$ cat src/rtl/bmin_pkg.sv
package bmin_pkg;
    localparam int LANE_W  = 8;
    localparam int LANES   = 64;                      // lanes per operand
    localparam int STEPS   = $clog2(2 * LANES);       // total min steps
    localparam int FOLDS   = STEPS - 1;               // steps after the first
    localparam int LVL_W   = $clog2(FOLDS);

    typedef struct packed {
        logic             busy;
        logic             done;
        logic [LVL_W-1:0] level;
    } ctl_t;

    function automatic logic [LANE_W-1:0] umin(input logic [LANE_W-1:0] x,
                                               input logic [LANE_W-1:0] y);
        return (y < x) ? y : x;
    endfunction
endpackage

$ cat src/rtl/bmin_fold.sv
module bmin_fold
    import bmin_pkg::*;
#(
    parameter int IN_LANES = 2
) (
    input  logic [IN_LANES*LANE_W-1:0]     vin,
    output logic [(IN_LANES/2)*LANE_W-1:0] vout
);
    localparam int HALF = IN_LANES / 2;

    for (genvar i = 0; i < HALF; i++) begin : g_lane
        assign vout[i*LANE_W +: LANE_W] =
            umin(vin[i*LANE_W +: LANE_W], vin[(i+HALF)*LANE_W +: LANE_W]);
    end
endmodule

$ cat src/rtl/bmin_ctrl.sv
module bmin_ctrl
    import bmin_pkg::*;
(
    input  logic clk,
    input  logic rst,
    input  logic start,
    output logic accept,
    output ctl_t ctl
);
    localparam logic [LVL_W-1:0] LAST = LVL_W'(FOLDS - 1);

    assign accept = start & ~ctl.busy;

    always_ff @(posedge clk) begin
        if (rst) begin
            ctl <= '0;
        end else begin
            ctl.done <= 1'b0;
            if (accept) begin
                ctl.busy  <= 1'b1;
                ctl.level <= '0;
            end else if (ctl.busy) begin
                if (ctl.level == LAST) begin
                    ctl.busy <= 1'b0;
                    ctl.done <= 1'b1;
                end else begin
                    ctl.level <= ctl.level + 1'b1;
                end
            end
        end
    end

    // a busy fold advances one level per cycle, a new start cannot restart it
    p_step_advance_r5: assert property (@(posedge clk) disable iff (rst)
        (ctl.busy && ctl.level != LAST) |=> (ctl.busy && ctl.level == $past(ctl.level) + 1'b1));

    // done lasts exactly one cycle
    p_done_pulse_r4: assert property (@(posedge clk) disable iff (rst)
        ctl.done |=> !ctl.done);

    // done never coincides with busy
    p_done_idle_r4: assert property (@(posedge clk) disable iff (rst)
        ctl.done |-> !ctl.busy);
endmodule

$ cat src/rtl/bmin_tree_reducer.sv
module bmin_tree_reducer
    import bmin_pkg::*;
(
    input  logic                    clk,
    input  logic                    rst,
    input  logic                    start,
    input  logic [LANES*LANE_W-1:0] op_a,
    input  logic [LANES*LANE_W-1:0] op_b,
    output logic                    busy,
    output logic                    done,
    output logic [LANE_W-1:0]       result
);
    localparam int VW = LANES * LANE_W;

    logic accept;
    ctl_t ctl;
    logic [VW-1:0] work;
    logic [VW-1:0] first;
    logic [VW-1:0] lvl_out [FOLDS];

    bmin_ctrl u_ctrl (
        .clk    (clk),
        .rst    (rst),
        .start  (start),
        .accept (accept),
        .ctl    (ctl)
    );

    // first step: lane-wise min of the two operands
    bmin_fold #(.IN_LANES(2 * LANES)) u_first (
        .vin  ({op_b, op_a}),
        .vout (first)
    );

    // later steps: one fold per level, lane count halving each time
    for (genvar l = 0; l < FOLDS; l++) begin : g_level
        localparam int OUTW = (LANES >> (l + 1)) * LANE_W;
        logic [OUTW-1:0] fo;
        bmin_fold #(.IN_LANES(LANES >> l)) u_fold (
            .vin  (work[2*OUTW-1:0]),
            .vout (fo)
        );
        assign lvl_out[l] = {work[VW-1:OUTW], fo};
    end

    always_ff @(posedge clk) begin
        if (rst) begin
            work <= '0;
        end else if (accept) begin
            work <= first;
        end else if (ctl.busy) begin
            work <= lvl_out[ctl.level];
        end
    end

    assign busy   = ctl.busy;
    assign done   = ctl.done;
    assign result = work[LANE_W-1:0];

    // lowest working lane never grows while folding
    p_lane0_nonincr_r3: assert property (@(posedge clk) disable iff (rst)
        busy |=> (work[LANE_W-1:0] <= $past(work[LANE_W-1:0])));

    // without an accepted start the result is held
    p_result_hold_r6: assert property (@(posedge clk) disable iff (rst)
        (!busy && !start) |=> $stable(result));
endmodule

$ cat config.mk
export PLATFORM = sky130hd
export DESIGN_NAME = bmin_tree_reducer
export DESIGN_NICKNAME = d
export VERILOG_FILES = /design/src/rtl/bmin_pkg.sv /design/src/rtl/bmin_fold.sv /design/src/rtl/bmin_ctrl.sv /design/src/rtl/bmin_tree_reducer.sv
export SDC_FILE = /design/constraint.sdc
export NUM_CORES = 2
export LEC_CHECK = 0
export BUFFER_PORTS_ARGS = -buffer_cell sky130_fd_sc_hd__buf_2
export CORE_AREA = 2 2 403 405
export CTS_CLUSTER_SIZE = 30
export DETAILED_ROUTE_END_ITERATION = 7
export DIE_AREA = 0 0 405 407
export GPL_TIMING_DRIVEN = 0
export REMOVE_ABC_BUFFERS = 1
export SLEW_MARGIN = 40
export SYNTH_ARGS = -nofsm -noshare
export SYNTH_HDL_FRONTEND = slang
export SYNTH_SLANG_ARGS = --single-unit
$ cat constraint.sdc
create_clock -name clk -period 6.7 [get_ports clk]
set_input_delay 1.675 -clock clk [delete_from_list [all_inputs] [get_ports clk]]
set_output_delay 1.675 -clock clk [all_outputs]
set_load 0.01 [all_outputs]
==> flow_summary_export.csv <==
group,metric,value,unit
global_routing,grt_max_degree,73,
floorplan,fp.coreArea,160200,um2
critical_path,crit_type,"in2reg",
timing,period_needed,5.222,ns
pwr,totalPowerFinal,15920,uW
timing,tightest_slew,0.8212,ns
cts,postCtsHoldBufs,0,
logic_synthesis,seq_area_frac_synth,0.2081,
logic_synthesis,syn_inst,6230,
cts,htreeDepth,3,
logic_synthesis,synth_edf_count,0,
floorplan,start_util,0.3105,
routing,drt_iter0_drc,3544,
cts,insertion_delay,0.69,ns
placed_design,place.gp.congestion,0.9680,
timing,max-slew-margin-rel,0.4369,
routing,post_drt_wl_per_cell,22.13,um
routing,dr.pass1.iters,6,
cells_and_area,n_fill_cell,16480,
cts,post_cts_resized,0,
min_path,hp-class,"reg2reg",
cts,post_cts_buffers,0,
timing,rsz0062_at_grt,"false",
cts,tritoncts,"yes",
cells_and_area,multiInputGateArea,36070,um2
critical_path,cp.required,7.30,ns
cts,cts_buffers,71,
logic_synthesis,synth_ff_type,"dfxtp_1",
timing,drv_slew,0,
routing,drc,0,
cts,cts_sinks,517,
cts,cts_root_buffer,"clkbuf_16",
routing,via_per_inst,5.417,
floorplan,die_y,407,um
floorplan,dieWidth,405,um
cells_and_area,final_nets,9066,
floorplan,io_pins,1037,
routing,ant_nets,0,
logic_synthesis,ys_top_cells_by_area,"ha_1 22%, dfxtp_1 21%, o21ai_0 5.9%, inv_1 5.5%, mux2i_1 5.5%",
critical_path,crit_path_end_kind,"flip-flop",
placed_design,dp_hpwl,177.4,mm
critical_path,r2r_setup_slack,1.66,ns
logic_synthesis,synth_top_area_share,0.2247,
timing,min_period_over_period,0.7794,
global_routing,grt_first_pass_wirelength,303.5,mm
placed_design,io_buffers,1036,
logic_synthesis,async_flop_share,0,
cells_and_area,utilization,0.3823,
critical_path,worstPathArrival,5.82,ns
floorplan,die_area,164800,um2
cells_and_area,layout-drive-gt1-share,0.2176,
global_routing,grt_util_all_layers,0.2432,
status,status,"completed",
logic_synthesis,ys_ff_latch,517,
logic_synthesis,yosys.area.top_type,"ha_1",
pwr,leakagePower,0.02856,uW
routing,routed_wirelength,208.3,mm
critical_path,crit_fanout,15,
cts,clock_path_buffers,3,
logic_synthesis,netlist_area,49740,um2
critical_path,startpoint_type,"input pin",
cells_and_area,seqCellArea,10360,um2
global_routing,grt_pass1_vias,49262,
global_routing,gr-total-overflow,0,
timing,clock_skew,0.04302,ns
floorplan,std_cell_rows,147,
cells_and_area,syn_to_final_growth,23.14,%
logic_synthesis,synth.distinct_cells,77,
global_routing,antenna_found_initial,86,
timing,max_freq,0.1915,GHz
timing,setup_viol_count_final,0,
cts,clk_pin_slew,0.06,ns
routing,vias,50988,
logic_synthesis,avgSynthCellArea,7.983,um2
pwr,p_per_area,259.9,nW/um2
timing,finalHoldViolations,0,
logic_synthesis,yosysWarnings,0,
job,cap_violations,0,
pwr,vdd_drop_max,0.2155,mV
==> layer usage <==
metal	share of wire	GRT usage	up-vias
met5	0.0012	0	-
met4	0.042	0.1028	40
met3	0.064	0.05238	375
met2	0.47	0.4108	1665
met1	0.42	0.2973	24183
li1	-	-	24725
==> worst max-delay path: stages <==
cell	delay, ns
buf_2	0.18
nand2b_4	0.31
nand2b_4	0.37
nor3_2	0.48
buf_4	0.25
buf_4	0.20
buf_4	0.22
buf_2	0.26
buf_2	0.27
buf_4	0.22
buf_4	0.19
buf_2	0.24
buf_2	0.25
buf_2	0.25
nand3_1	0.11
a311oi_1	0.30
==> cell usage after synthesis, types with 39 or more instances <==
cell type,count
ha_1,893
inv_1,734
nand2_1,643
o21ai_0,585
dfxtp_1,517
a21oi_1,354
mux2i_1,275
nand3_1,235
clkbuf_1,206
mux2_2,201
nand2b_1,178
a21o_1,156
nor2_1,146
a211oi_1,116
a31oi_1,108
o31ai_1,74
and3_1,70
a311oi_1,66
a221oi_1,57
buf_1,42
a222oi_1,39
o41a_1,39
==> placed cells by master, fill, tap and decap left out, types with 17 or more instances in the layout <==
cell and count:
and3_1 70, o41a_1 39, o21a_1 21, nand2b_1 176
a311oi_1 65, mux2_2 201, nand3_1 235, a21oi_1 351
buf_8 26, nand2_1 638, o21ai_0 583, nor3_1 29
inv_1 732, diode_2 54, a211oi_1 106, a22oi_1 28
a21o_1 156, dfxtp_1 515, a222oi_1 39, clkbuf_16 71
or3_1 24, mux2i_1 274, a211o_1 20, buf_2 1049
a221oi_1 56, o22ai_1 18, ha_1 893, nor2b_1 19
o211ai_1 21, o31ai_1 73, nor2_1 139, o41ai_4 17
buf_16 25, a31oi_1 107
==> area by class of cell <==
class                      instances  share of cell area
sequential                       517              0.1691
multi-input combinational       4692              0.5889
antenna                           54            0.002206
tap                             2160             0.04413
timing repair buffer            1129              0.1086
inverter                         735             0.04525
clock inverter                    40             0.01026
clock buffer                      85             0.03150
==> kinds of logic after synthesis <==
kind of cell / synth area share
adder cells (fa/ha/maj): 0.2247
multiplexers: 0.1009
buffers and inverters: 0.07859
AO/OA/AOI/OAI: 0.2545
flip-flops: 0.2081
AND/OR/NAND/NOR: 0.1333
==> flip-flops by register name (all words and copies together) (netlist names) <==
| name | count |
|---|---|
| work | 512 |
| u_ctrl.ctl | 5 |
==> final timing paths <==
kind                            start                     end  cells past startpoint
max                             start  work[177]$_SDFFE_PP0P_                     16
min            work[416]$_SDFFE_PP0P_  work[416]$_SDFFE_PP0P_                      2
max reg2reg  u_ctrl.ctl[4]$_SDFF_PP0_  work[177]$_SDFFE_PP0P_                     15
min reg2reg    work[416]$_SDFFE_PP0P_  work[416]$_SDFFE_PP0P_                      2
==> power breakdown <==
group	switching (uW)	internal (uW)	total, uW
sequential	849	3620	4460
combinational	4300	3020	7310
clock	1630	2510	4140
total	6770	9140	15900
==> stage by stage <==
| step | setup TNS [ns] | hold WS, ns | instances | worst slack [ns] | cell area (um2) |
|---|---|---|---|---|---|
| final | 0 | 0.4783 | 9412 | 1.478 | 61240 |
| after global routing | 0 | 0.5034 | 9394 | 1.296 | 61200 |
| after detailed placement | 0 | 0.4622 | 9232 | 0.8197 | 58440 |
| after floorplan | -7571.90 | 0.4371 | 5944 | -17.48 | 48590 |
| after CTS | 0 | 0.4823 | 9357 | 1.587 | 60990 |
| after global placement | - | 0.4568 | 9140 | -45.84 | 56470 |
No activity file was read; power rests on OpenSTA's default activity.
